### src/rtl/ps_cfg_pkg.sv
// Shared types and helpers for the passive-serial configuration loader.
// Assumes: integer clock frequency in Hz, at least 1 MHz for exact hold time.
package ps_cfg_pkg;

    typedef enum logic [2:0] {
        ST_IDLE,
        ST_HOLD,
        ST_WAIT,
        ST_SHIFT,
        ST_RESULT
    } seq_state_t;

    typedef enum logic [1:0] {
        RES_OK          = 2'd0,
        RES_STATUS_FAIL = 2'd1,
        RES_INCOMPLETE  = 2'd2,
        RES_TIMEOUT     = 2'd3
    } res_code_t;

    // Convert a microsecond hold into clock cycles, never below one cycle.
    function automatic int unsigned hold_cycles(input int unsigned clk_hz,
                                                input int unsigned us);
        int unsigned c;
        c = (clk_hz / 32'd1000000) * us;
        return (c == 0) ? 32'd1 : c;
    endfunction

endpackage

### src/rtl/ps_cfg_shifter.sv
// Byte serializer for the configuration port.
// Loads one byte, presents bit 0 on the data line, then per bit runs one low
// phase followed by one high phase of the configuration clock, each lasting
// max(half_period,1) cycles. Data changes only at the start of a low phase.
// Assumes: load is only raised while busy is low; clr aborts any transfer.
module ps_cfg_shifter #(
    parameter int HP_W = 8
) (
    input  logic            clk,
    input  logic            rst_n,
    input  logic            clr,
    input  logic [HP_W-1:0] half_period,
    input  logic            load,
    input  logic [7:0]      load_data,
    output logic            busy,
    output logic            sclk,
    output logic            sdat
);
    localparam int BIT_W = 3;
    localparam logic [BIT_W-1:0] LAST_BIT = BIT_W'(7);

    logic [7:0]       sreg;
    logic [BIT_W-1:0] bidx;
    logic [HP_W-1:0]  phase_cnt;
    logic [HP_W-1:0]  phase_last;

    // Last count value of a phase; a zero half period behaves as one cycle.
    always_comb begin
        phase_last = (half_period == '0) ? '0 : half_period - 1'b1;
    end

    // Phase timing, bit stepping and data presentation.
    always_ff @(posedge clk) begin
        if (!rst_n || clr) begin
            sreg      <= '0;
            bidx      <= '0;
            phase_cnt <= '0;
            busy      <= 1'b0;
            sclk      <= 1'b0;
            sdat      <= 1'b0;
        end else if (load) begin
            sreg      <= load_data;
            sdat      <= load_data[0];
            bidx      <= '0;
            phase_cnt <= '0;
            busy      <= 1'b1;
            sclk      <= 1'b0;
        end else if (busy) begin
            if (phase_cnt == phase_last) begin
                phase_cnt <= '0;
                if (!sclk) begin
                    sclk <= 1'b1;
                end else begin
                    sclk <= 1'b0;
                    if (bidx == LAST_BIT) begin
                        busy <= 1'b0;
                    end else begin
                        bidx <= bidx + 1'b1;
                        sreg <= sreg >> 1;
                        sdat <= sreg[1];
                    end
                end
            end else begin
                phase_cnt <= phase_cnt + 1'b1;
            end
        end
    end

endmodule

### src/rtl/ps_cfg_seq.sv
// Session sequencer: request hold, status wait with timeout, shifting phase
// and completion verdict. Owns the active-low request line and the result.
// Assumes: tgt_stat_n and tgt_done are synchronous to clk.
module ps_cfg_seq
    import ps_cfg_pkg::*;
#(
    parameter int unsigned HOLD_CYC = 40,
    parameter int          TO_W     = 24,
    parameter int          CNT_W    = 24
) (
    input  logic            clk,
    input  logic            rst_n,
    input  logic            start,
    input  logic            finish,
    input  logic            tgt_absent,
    input  logic [TO_W-1:0] status_timeout,
    input  logic            tgt_stat_n,
    input  logic            tgt_done,
    input  logic            shift_busy,
    output logic            shift_clr,
    output logic            in_shift,
    output logic            cfg_req_n,
    output logic            res_done,
    output logic            res_err,
    output logic [1:0]      res_code
);
    localparam logic [CNT_W-1:0] HOLD_LAST = CNT_W'(HOLD_CYC - 1);

    seq_state_t       state;
    logic [CNT_W-1:0] cnt;
    logic             start_ok;
    logic             finish_ok;
    res_code_t        verdict;

    // Start is honoured only outside a running session.
    always_comb begin
        start_ok  = start && (state == ST_IDLE || state == ST_RESULT);
        finish_ok = finish && (state == ST_SHIFT) && !shift_busy;
        shift_clr = start_ok;
        in_shift  = (state == ST_SHIFT);
    end

    // Completion verdict from the target status lines.
    always_comb begin
        if (tgt_absent)       verdict = RES_OK;
        else if (!tgt_stat_n) verdict = RES_STATUS_FAIL;
        else if (!tgt_done)   verdict = RES_INCOMPLETE;
        else                  verdict = RES_OK;
    end

    // Session state machine, shared phase counter and result registers.
    always_ff @(posedge clk) begin
        if (!rst_n) begin
            state     <= ST_IDLE;
            cnt       <= '0;
            cfg_req_n <= 1'b1;
            res_done  <= 1'b0;
            res_err   <= 1'b0;
            res_code  <= RES_OK;
        end else begin
            case (state)
                ST_IDLE, ST_RESULT: begin
                    if (start_ok) begin
                        state     <= ST_HOLD;
                        cnt       <= '0;
                        cfg_req_n <= 1'b0;
                        res_done  <= 1'b0;
                        res_err   <= 1'b0;
                        res_code  <= RES_OK;
                    end
                end
                ST_HOLD: begin
                    if (cnt == HOLD_LAST) begin
                        cfg_req_n <= 1'b1;
                        cnt       <= '0;
                        state     <= ST_WAIT;
                    end else begin
                        cnt <= cnt + 1'b1;
                    end
                end
                ST_WAIT: begin
                    if (tgt_absent || tgt_stat_n) begin
                        state <= ST_SHIFT;
                    end else if (cnt == CNT_W'(status_timeout)) begin
                        state    <= ST_RESULT;
                        res_done <= 1'b1;
                        res_err  <= 1'b1;
                        res_code <= RES_TIMEOUT;
                    end else begin
                        cnt <= cnt + 1'b1;
                    end
                end
                ST_SHIFT: begin
                    if (finish_ok) begin
                        state    <= ST_RESULT;
                        res_done <= 1'b1;
                        res_err  <= (verdict != RES_OK);
                        res_code <= verdict;
                    end
                end
                default: state <= ST_IDLE;
            endcase
        end
    end

endmodule

### src/rtl/ps_cfg_loader.sv
// Top of the passive-serial configuration loader.
// Ties the session sequencer to the byte serializer and gates the host
// handshake so a byte is only taken while the serializer is idle.
// Assumes: CLK_HZ is the frequency of clk; status inputs are synchronous.
module ps_cfg_loader #(
    parameter int unsigned CLK_HZ  = 125_000_000,
    parameter int unsigned HOLD_US = 40,
    parameter int          HP_W    = 8,
    parameter int          TO_W    = 24
) (
    input  logic            clk,
    input  logic            rst_n,
    input  logic            start,
    input  logic            finish,
    input  logic            tgt_absent,
    input  logic [HP_W-1:0] half_period,
    input  logic [TO_W-1:0] status_timeout,
    input  logic            byte_valid,
    input  logic [7:0]      byte_data,
    output logic            byte_ready,
    output logic            cfg_req_n,
    output logic            cfg_clk,
    output logic            cfg_dat,
    input  logic            tgt_stat_n,
    input  logic            tgt_done,
    output logic            res_done,
    output logic            res_err,
    output logic [1:0]      res_code
);
    localparam int unsigned HOLD_CYC = ps_cfg_pkg::hold_cycles(CLK_HZ, HOLD_US);
    localparam int HOLD_W = $clog2(HOLD_CYC + 1);
    localparam int CNT_W  = (HOLD_W > TO_W) ? HOLD_W : TO_W;

    logic shift_busy;
    logic shift_clr;
    logic in_shift;
    logic load;

    // Host handshake: ready only with an idle serializer and no finish pending.
    always_comb begin
        byte_ready = in_shift && !shift_busy && !finish;
        load       = byte_valid && byte_ready;
    end

    ps_cfg_seq #(
        .HOLD_CYC (HOLD_CYC),
        .TO_W     (TO_W),
        .CNT_W    (CNT_W)
    ) u_seq (
        .clk            (clk),
        .rst_n          (rst_n),
        .start          (start),
        .finish         (finish),
        .tgt_absent     (tgt_absent),
        .status_timeout (status_timeout),
        .tgt_stat_n     (tgt_stat_n),
        .tgt_done       (tgt_done),
        .shift_busy     (shift_busy),
        .shift_clr      (shift_clr),
        .in_shift       (in_shift),
        .cfg_req_n      (cfg_req_n),
        .res_done       (res_done),
        .res_err        (res_err),
        .res_code       (res_code)
    );

    ps_cfg_shifter #(
        .HP_W (HP_W)
    ) u_shift (
        .clk         (clk),
        .rst_n       (rst_n),
        .clr         (shift_clr),
        .half_period (half_period),
        .load        (load),
        .load_data   (byte_data),
        .busy        (shift_busy),
        .sclk        (cfg_clk),
        .sdat        (cfg_dat)
    );

endmodule

### config.mk
export PLATFORM = sky130hd
export DESIGN_NAME = ps_cfg_loader
export DESIGN_NICKNAME = d
export VERILOG_FILES = /design/src/rtl/ps_cfg_pkg.sv /design/src/rtl/ps_cfg_shifter.sv /design/src/rtl/ps_cfg_seq.sv /design/src/rtl/ps_cfg_loader.sv
export SDC_FILE = /design/constraint.sdc
export NUM_CORES = 1
export LEC_CHECK = 0
export BUFFER_PORTS_ARGS = -buffer_cell sky130_fd_sc_hd__buf_2
export CAP_MARGIN = 25
export CORE_MARGIN = 2
export CORE_UTILIZATION = 35
export CTS_CLUSTER_DIAMETER = 80
export DETAILED_ROUTE_END_ITERATION = 6
export PLACE_DENSITY_LB_ADDON = 0.3
export SLEW_MARGIN = 15
export SYNTH_ARGS = -nofsm -noshare
export SYNTH_HDL_FRONTEND = slang
export SYNTH_HIERARCHICAL = 1
export SYNTH_SLANG_ARGS = --single-unit
### constraint.sdc
create_clock -name clk -period 2.7 [get_ports clk]
set_input_delay 0.27 -clock clk [delete_from_list [all_inputs] [get_ports clk]]
set_output_delay 0.27 -clock clk [all_outputs]
set_load 0.01 [all_outputs]
==> results.py <==
metrics = {
    "sta": {
        "tns_ps": 0,
        "hold_viol_final": 0,
        "tightest_slew_ps": 495,
        "fin_crit_sh_pct": 87.9,
        "skew_ps": 21.8,
        "setup_viol": 0,
        "fmax_ghz": 0.421,
        "rsz0062_at_grt": "false",
        "whs_ps": 212,
        "fin_crit_ps": 2370,
        "slew_viol_final": 0,
        "relSlewSlack_pct": 66.7,
    },
    "synthesis": {
        "async_flop_share_pct": 0,
        "yosysSeqAreaShare_pct": 28.1,
        "syn_area_um2": 3780,
        "synthCells": 448,
        "synth-compound-area-share_pct": 28.4,
        "synth_area_per_cell_um2": 8.44,
        "yosysTopAreaCell": "dfxtp_1",
        "synth_edf_count": 0,
        "synthMuxAreaShare_pct": 1.72,
        "synth_warnings": 6,
        "ys_ff_latch": 53,
        "yosys-top-cells-area": "dfxtp_1 (28%), xor2_1 (6.5%), a31oi_1 (4.5%)",
        "synth_top_area_share_pct": 28.1,
        "yosys.area_share.adder_pct": 1.66,
        "synthSimpleGateAreaFrac_pct": 27.4,
        "synthXorXnorAreaFrac_pct": 6.95,
        "synth_cell_types": 80,
        "synth_fp_nets": 501,
        "synth-main-ff-cell": "dfxtp_1",
        "synth_top_family_by_area": "compound AO/OA/AOI/OAI gates",
    },
    "floorplanning": {
        "die_w_um": 108,
        "dieArea_um2": 11600,
        "die-height_um": 108,
        "rows": 37,
        "ioPinCount": 56,
        "initial_utilization_pct": 36.3,
        "core_um2": 10400,
    },
    "job": {
        "drv_cap": 0,
    },
    "global_routing": {
        "antenna_found_initial": 0,
        "grt_usage_pct": 16.5,
        "grt_overflow_total": 0,
        "grt_max_degree": 33,
        "grt_pass1_vias": 3440,
        "grt_pass1_wl_um": 15900,
    },
    "power_and_ir_drop": {
        "ir_drop_mv": 0.226,
        "swShare_pct": 29.0,
        "p_leak_nw": 1.70,
        "p_int_mw": 1.11,
        "pwr_density_cell_nw_per_um2": 361,
        "power_mw": 1.57,
        "share_seq_of_total_power_pct": 51.2,
        "switchingPower_uw": 455,
        "combPwrFrac_pct": 18.0,
        "power_frac_clock_pct": 30.8,
    },
    "cells_and_area": {
        "drive_above_1_share_pct": 24.4,
        "multi_input_area_um2": 2500,
        "ff_latch_area_um2": 1060,
        "most-common-layout-cells": "buf_2 (55), dfxtp_1 (53), nand2_1 (35)",
        "n_antenna_cell": 0,
        "area_delta_synth_final_pct": 15.0,
        "final_common_cell": "buf_2",
        "fillers": 1076,
        "fin_nets": 564,
    },
    "route": {
        "drtPass1Iterations": 5,
        "drc": 0,
        "drt_iter0_markers": 157,
        "wl_um": 9520,
        "met3_length_um": 443,
        "via_per_inst": 5.64,
        "route.met2.wl_um": 4610,
        "vias": 3656,
        "antenna_left": 0,
        "met1_length_um": 4290,
        "routed.top_layer": "met4",
        "wire_per_inst_um": 14.7,
    },
    "setup_path": {
        "crit_path_max_fanout": 20,
        "crit_buf_inv": 0,
        "critPathRequiredTime_ps": 2880,
        "end_kind": "register",
        "critical-path-top-delay-family": "simple AND/OR/NAND/NOR gates",
        "cp_slowest_cell": "a211o_2",
        "timing.rr.start": "u_seq/cnt[10]$_SDFFE_PN0P_",
        "startpoint_type": "register",
        "worstPathArrival_ps": 2550,
        "startpoint": "u_seq/cnt[10]$_SDFFE_PN0P_",
        "worstSetupPathType": "reg2reg",
        "slowest_delay_ps": 620,
        "path_cells": "xor2_1, nor4_1, nand4_1, a211o_2, nand2_1, mux2i_1",
    },
    "cts": {
        "clock_latency_ps": 310,
        "htreeDepth": 2,
        "cts_made_buffers": 5,
        "clock_path_buffers": 2,
        "cts_tree": "built",
        "numClockSinks": 53,
        "ctsRootBufferMaster": "clkbuf_8",
        "cts.clk_slew.worst_paths_ps": 110,
    },
    "outcome": {
        "status": "finished clean",
    },
    "place": {
        "place_hpwl_um": 7270,
        "io_buffer_count": 55,
        "gp_congestion": 0.845,
    },
    "hold_path": {
        "min_from": "byte_data[7]",
        "hp-class": "in2reg",
    },
}
synthesized netlist by cell type (5+ instances only):
| library cell | n |
|---|---|
| a211oi_1 | 7 |
| a211oi_2 | 9 |
| a21oi_1 | 28 |
| a31oi_1 | 27 |
| a41oi_1 | 5 |
| and3_1 | 10 |
| buf_2 | 7 |
| buf_6 | 7 |
| clkbuf_1 | 6 |
| dfxtp_1 | 53 |
| ha_1 | 5 |
| inv_1 | 14 |
| mux2i_1 | 5 |
| nand2_1 | 35 |
| nand2b_1 | 13 |
| nand3_1 | 16 |
| nand4_1 | 5 |
| nor2_1 | 26 |
| nor2b_1 | 10 |
| nor3_1 | 8 |
| nor4_1 | 9 |
| o21ai_0 | 17 |
| xor2_1 | 28 |
flip-flops by register name, summed over array words and instances (netlist names):
name / count
u_seq/cfg_req_n: 1
u_seq/cnt: 24
u_seq/res_code: 2
u_seq/res_done: 1
u_seq/res_err: 1
u_seq/state: 3
u_shift/bidx: 3
u_shift/busy: 1
u_shift/phase_cnt: 8
u_shift/sclk: 1
u_shift/sreg: 8
cell families (layout without fill, tap and decap cells):
group / after synthesis / count (layout)
simple gates: 171 / 171
compound gates: 144 / 144
flops: 53 / 53
buf+inv: 39 / 103
xor+xnor: 30 / 30
mux: 6 / 6
fa+ha+maj: 5 / 5
metal layers:
| metal | global-route usage, % | up-vias |
|---|---|---|
| met4 | 5.04 | 0 |
| met5 | 0 | - |
| met1 | 21.6 | 1735 |
| met2 | 28.1 | 98 |
| met3 | 2.12 | 18 |
| li1 | - | 1805 |
power groups by stage:
stage	combinational (mW)	clock [mW]	sequential (mW)
2_1_floorplan	0.187	0	0.817
3_5_place_dp	0.282	0	0.822
4_1_cts	0.284	0.500	0.804
3_3_place_gp	0.277	0	0.822
5_1_grt	0.312	0.533	0.807
6_report	0.283	0.483	0.804
through the flow:
step | setup slack [ps] | std cells | utilization [%] | area (um2)
floorplan | 201 | 448 | - | 3780
global placement | 156 | 640 | 40.8 | 4250
detailed placement | 102 | 640 | 40.8 | 4250
CTS | 190 | 648 | 41.7 | 4350
global route | 135 | 648 | 41.7 | 4350
finish | 326 | 648 | 41.7 | 4350
tightest hold or removal path: stages:
cell,delay [ps]
buf_2,100
nand2_1,60
a21boi_1,50
final cells by class:
type | instances | area share, %
Multi-Input combinational cell | 356 | 57.5
Clock inverter | 2 | 0.317
Clock buffer | 6 | 1.90
Inverter | 15 | 1.29
Sequential cell | 53 | 24.4
Timing Repair Buffer | 80 | 10.6
Tap cell | 136 | 3.91
repair_timing:
action | in CTS | in global routing
endpoints found under the setup margin | 0 | 4
hold buffers | 0 | 0
resized for setup | 0 | 1
setup buffers | 0 | 0
final timing paths:
check | endpoint | slack [ps] | cells after the start
hold reg to reg | u_seq/res_code[0]$_SDFFE_PN0P_ | 510 | 1
hold / removal | u_shift/sreg[7]$_SDFFE_PP0P_ | 210 | 3
setup reg to reg | u_seq/cnt[0]$_SDFFE_PN0P_ | 330 | 6
setup / recovery | u_seq/cnt[0]$_SDFFE_PN0P_ | 330 | 6
(Power assumes the default switching activity.)
